File: src/rtl/standby_wake_seq.sv
module standby_wake_seq #(
  parameter int SETTLE_BASE = 2,
  parameter int SEL_W       = 3,
  parameter int DIV_W       = 2,
  parameter int N_IRQ       = 3
) (
  input  logic             clk,
  input  logic             rst_n,
  input  logic             sleep_req,
  input  logic             bus_rel_en,
  input  logic             nmi,
  input  logic [N_IRQ-1:0] irq,
  input  logic [N_IRQ-1:0] irq_en,
  input  logic             irq_mask,
  input  logic             rst_pin_n,
  input  logic             hw_stby_n,
  input  logic [SEL_W-1:0] settle_sel,
  input  logic [DIV_W-1:0] div_sel,
  output logic             sys_clk_en,
  output logic             osc_en,
  output logic             standby_active,
  output logic             hw_standby,
  output logic             wake_pulse,
  output logic [$clog2(4+N_IRQ)-1:0] wake_cause
);
  localparam int MAX_EXP = SETTLE_BASE + (1 << SEL_W) - 1 + (1 << DIV_W) - 1;
  localparam int CW      = MAX_EXP + 1;
  localparam int EW      = $clog2(MAX_EXP + 1);
  localparam int CAUSE_W = $clog2(4 + N_IRQ);
  localparam logic [CAUSE_W-1:0] C_HW  = CAUSE_W'(1);
  localparam logic [CAUSE_W-1:0] C_RST = CAUSE_W'(2);
  localparam logic [CAUSE_W-1:0] C_NMI = CAUSE_W'(3);

  typedef enum logic [2:0] {S_RUN, S_STBY, S_SETTLE, S_HW, S_RHOLD} st_t;

  st_t               st, nxt;
  logic [CW-1:0]     cnt;
  logic [CAUSE_W-1:0] cause, ncause, ext_code;
  logic              ext_hit, load, pulse_n;
  logic [N_IRQ-1:0]  ext_req;
  logic [EW-1:0]     exp_w;
  logic [CW-1:0]     load_val;

  assign ext_req  = irq & irq_en & {N_IRQ{~irq_mask}};
  assign ext_hit  = |ext_req;
  assign exp_w    = EW'(SETTLE_BASE) + EW'(settle_sel) + EW'(div_sel);
  assign load_val = (CW'(1) << exp_w) - CW'(1);

  always_comb begin
    ext_code = '0;
    for (int i = N_IRQ - 1; i >= 0; i--)
      if (ext_req[i]) ext_code = CAUSE_W'(4 + i);
  end

  always_comb begin
    nxt     = st;
    ncause  = cause;
    load    = 1'b0;
    pulse_n = 1'b0;
    if (!hw_stby_n) begin
      nxt    = S_HW;
      ncause = C_HW;
    end else begin
      case (st)
        S_RUN:    if (sleep_req && !bus_rel_en) nxt = S_STBY;
        S_STBY: begin
          if (!rst_pin_n) begin
            nxt = S_RHOLD; ncause = C_RST;
          end else if (nmi) begin
            nxt = S_SETTLE; ncause = C_NMI; load = 1'b1;
          end else if (ext_hit) begin
            nxt = S_SETTLE; ncause = ext_code; load = 1'b1;
          end
        end
        S_SETTLE: begin
          if (!rst_pin_n) begin
            nxt = S_RHOLD; ncause = C_RST;
          end else if (cnt == '0) begin
            nxt = S_RUN; pulse_n = 1'b1;
          end
        end
        S_HW:     nxt = S_RHOLD;
        S_RHOLD:  if (rst_pin_n) begin nxt = S_RUN; pulse_n = 1'b1; end
        default:  nxt = S_RUN;
      endcase
    end
  end

  always_ff @(posedge clk or negedge rst_n) begin
    if (!rst_n) begin
      st         <= S_RUN;
      cnt        <= '0;
      cause      <= '0;
      wake_pulse <= 1'b0;
    end else begin
      st         <= nxt;
      cause      <= ncause;
      wake_pulse <= pulse_n;
      if (load)                 cnt <= load_val;
      else if (st == S_SETTLE && cnt != '0) cnt <= cnt - 1'b1;
    end
  end

  assign sys_clk_en     = (st == S_RUN) || (st == S_RHOLD);
  assign osc_en         = (st == S_RUN) || (st == S_RHOLD) || (st == S_SETTLE);
  assign standby_active = (st == S_STBY) || (st == S_SETTLE) || (st == S_HW);
  assign hw_standby     = (st == S_HW);
  assign wake_cause     = cause;


  clk_vs_standby_chk: assert property (@(posedge clk) disable iff (!rst_n)
    sys_clk_en |-> !standby_active);

  refuse_entry_chk: assert property (@(posedge clk) disable iff (!rst_n)
    (st == S_RUN && sleep_req && bus_rel_en && hw_stby_n) |=> sys_clk_en && !standby_active);

  settle_count_chk: assert property (@(posedge clk) disable iff (!rst_n)
    (st == S_SETTLE && $past(st) == S_SETTLE) |-> cnt == $past(cnt) - 1'b1);

  reset_wake_chk: assert property (@(posedge clk) disable iff (!rst_n)
    (standby_active && !hw_standby && hw_stby_n && !rst_pin_n) |=> sys_clk_en && osc_en);

  hw_force_chk: assert property (@(posedge clk) disable iff (!rst_n)
    !hw_stby_n |=> hw_standby && !sys_clk_en && !osc_en && wake_cause == C_HW);

  pulse_width_chk: assert property (@(posedge clk) disable iff (!rst_n)
    wake_pulse |=> !wake_pulse);

  pulse_clock_chk: assert property (@(posedge clk) disable iff (!rst_n)
    wake_pulse |-> sys_clk_en && wake_cause != '0);
endmodule

File: config.mk
export PLATFORM = sky130hd
export DESIGN_NAME = standby_wake_seq
export DESIGN_NICKNAME = d
export VERILOG_FILES = /design/src/rtl/standby_wake_seq.sv
export SDC_FILE = /design/constraint.sdc
export NUM_CORES = 1
export LEC_CHECK = 0
export ABC_AREA = 1
export BUFFER_PORTS_ARGS = -buffer_cell sky130_fd_sc_hd__buf_2
export CORE_MARGIN = 4
export CORE_UTILIZATION = 57
export DETAILED_ROUTE_END_ITERATION = 8
export HOLD_SLACK_MARGIN = 0.02
export PLACE_DENSITY = 0.82
export SLEW_MARGIN = 10
export SYNTH_ARGS = -nofsm -noshare
export SYNTH_HDL_FRONTEND = slang
export SYNTH_SLANG_ARGS = --single-unit
File: constraint.sdc
create_clock -name clk -period 1.7 [get_ports clk]
set_clock_uncertainty 0.1 [all_clocks]
set_input_delay 0.17 -clock clk [delete_from_list [all_inputs] [get_ports clk]]
set_output_delay 0.17 -clock clk [all_outputs]
set_load 0.1 [all_outputs]
==> impl_metrics.yaml <==
drt:
  drt-total-wl_mm: 5.40
  drcViolationCount: 0
  postRouteAntennaNets: 0
  viasPerCell: 5.86
  wl_per_cell_um: 15.4
  drt_iter0_markers: 132
  route.vias.total: 2051
  firstDrtPassIters: 6
worst_setup_path:
  end_kind: "flop"
  cp.arrival_ns: 2.07
  critPathKind: "primary input to flop"
  cp.required_ns: 1.82
  startpoint_type: "primary input"
  cp_max_fo: 8
placement:
  port_buffers: 26
  gp_congestion: 0.905
  post-place-ws_ns: -0.567
  dpl.hpwl_mm: 3.66
timing:
  setup_viol: 8
  fin_setup_tns_ns: -1.42
  finalCriticalPeriod_ns: 1.95
  max_freq_ghz: 0.513
  worst_pin_slew_ns: 0.492
  setup_ws_ns: -0.250
  hold_viol: 0
  rsz0062_at_grt: "yes"
  slew_headroom: 0.675
  drv_slew: 0
  finalCritPeriodShare: 1.15
global_route:
  grt_use_total: 0.268
  overflow: 0
  grt_pass1_vias: 1847
  grt_max_degree: 21
  grt_antenna_before_repair: 0
  grt_pass1_wl_mm: 8.49
layout:
  drive_above_1_share: 0.354
  nNetsFinal: 346
  num_antenna_cells: 0
  n_fill_cell: 154
  synthToLayoutAreaGrowth_pct: 40.0
power:
  pwr_density_cell_nw_per_um2: 1380
  total_power_w: 0.00335
  peakVddDrop_uv: 1100
  leakage_nw: 1.21
synth:
  ys_warn_count: 0
  yosysTopAreaCell: "dfrtp_1"
  netlist.area_leader.share: 0.288
  syn_inst: 260
  synth_most_common_cell: "nand2_1"
  mappedNetlistArea_sq_um: 1740
  syn-num-nets: 286
  async_flop_share: 1.00
  synth-seq-cells: 20
  synthDistinctLibCells: 32
  ys.flop_type: "dfrtp_1"
  synth.area.top_cells: "dfrtp_1, nand2_1, nand3_1"
  synth-edff-count: 0
  synth_common_cells: "nand2_1, inv_1, nand3_1, nor2_1, dfrtp_1"
  synth-seq-area-share: 0.288
  avgSynthCellArea_sq_um: 6.68
outcome:
  violations: "negative setup slack"
  status: "finished with violations"
floorplanning:
  core_sq_um: 2830
  die_area_sq_um: 3990
  io_pins: 27
  start_util: 0.614
  fp-row-count: 19
  die_h_um: 63.2
  die_w_um: 63.2
clocking:
  cts_tree: "done"
  clk_latency_ns: 0.32
  cts.sinks: 20
  cts_inserted_buffers: 3
  cts_root_buf: "clkbuf_4"
  clockBufferDepth: 2
  clk_pin_slew_ns: 0.13
  htreeDepth: 1
worst_hold_path:
  hp-class: "primary input to flop"
run:
  drv_cap: 0
[through the flow]
stage                      util  cells  hold WS (ns)  area, sq um
after floorplan               -    260        -0.226         1840
final                     0.859    350        0.0349         2430
after CTS                 0.823    347        0.0292         2330
after global routing      0.859    350        0.0314         2430
after global placement    0.785    340        0.0387         2220
after detailed placement  0.785    340        0.0366         2220
[registers in the layout (all words and copies together) (netlist names)]
name        count
st              3
wake_pulse      1
cnt            13
wake_cause      3
[worst paths after layout]
path                            slack, ns                         to                      start  depth (start not counted)
worst min register to register       0.41  wake_cause[1]$_DFFE_PN0P_  wake_cause[1]$_DFFE_PN0P_                          2
worst max-delay path                -0.25        cnt[12]$_DFFE_PN0P_                 div_sel[1]                         15
worst max register to register       0.05         cnt[2]$_DFFE_PN0P_         cnt[1]$_DFFE_PN0P_                         11
min in group asynchronous            0.21        cnt[11]$_DFFE_PN0P_                      rst_n                          2
worst min-delay path                 0.03          st[2]$_DFFE_PN0P_                  rst_pin_n                          2
max in group asynchronous            0.96          st[2]$_DFFE_PN0P_                      rst_n                          2
[kinds of logic after synthesis]
kind of cell,synth area share
XOR/XNOR,0.0303
AO/OA/AOI/OAI,0.0987
AND/OR/NAND/NOR,0.421
adder cells (fa/ha/maj),0.0548
buffers and inverters,0.107
flip-flops,0.288
[routing by layer]
metal,GRT usage,share of wire
met1,0.331,0.38
met2,0.470,0.52
met3,0.0444,0.074
met4,0.0916,0.026
met5,0,0
[worst max-delay path, stage by stage]
cell,delay [ns]
buf_8,0.08
inv_6,0.03
ha_4,0.26
nor2_4,0.04
fa_2,0.66
nor3_4,0.06
nand2_2,0.10
ha_4,0.19
nand2_8,0.07
inv_2,0.07
nand2_1,0.06
nand3_1,0.08
nand2_1,0.07
nand2_1,0.08
nand2_1,0.05
[cell usage in the layout, fill, tap and decap left out, types with 2 or more instances in the layout]
master and n:
nand2_1 68, inv_1 29, buf_4 28, nand3_1 26, nor2_1 22, buf_2 20
dfrtp_1 18, o21ai_0 8, inv_2 7, nand2_2 6, nor2_4 6, nand4_1 6
nand3_2 5, xor2_1 5, o211ai_1 5, buf_6 5, nor3_4 4, nor2_2 4
o21ai_1 4, nand2_4 3, ha_1 3, clkbuf_4 3, buf_12 3, inv_6 2
o22ai_1 2, a31oi_1 2, nor3_1 2, o21ai_2 2, nand3b_1 2, ha_4 2
buf_8 2, dfrtp_2 2
[final cells by class]
| class | instances | area (sq um) | area share |
|---|---|---|---|
| clock inverter | 1 | 30.0 | 0.0124 |
| timing repair buffer | 59 | 467 | 0.192 |
| clock buffer | 3 | 22.5 | 0.00926 |
| sequential | 20 | 503 | 0.207 |
| tap | 31 | 38.8 | 0.0160 |
| inverter | 39 | 164 | 0.0674 |
| multi-input combinational | 197 | 1210 | 0.496 |
[repair_timing]
| action | CTS | global route |
|---|---|---|
| resized for setup | 9 | 23 |
| endpoints found under the hold margin | 20 | 0 |
| endpoints found under the setup margin | 10 | 14 |
| hold buffers | 1 | 0 |
| pin swaps | 13 | 14 |
| buffers inserted | 2 | 3 |
[power breakdown]
group	total, W	internal [W]	switching [W]	leakage [nW]
logic	0.00209	0.000758	0.00134	0.939
registers	0.000845	0.000664	0.000182	0.242
clock network	0.000411	0.000239	0.000172	0.0279
total	0.00335	0.00166	0.00169	1.21
Note: power is estimated with default switching activity, not from simulation.
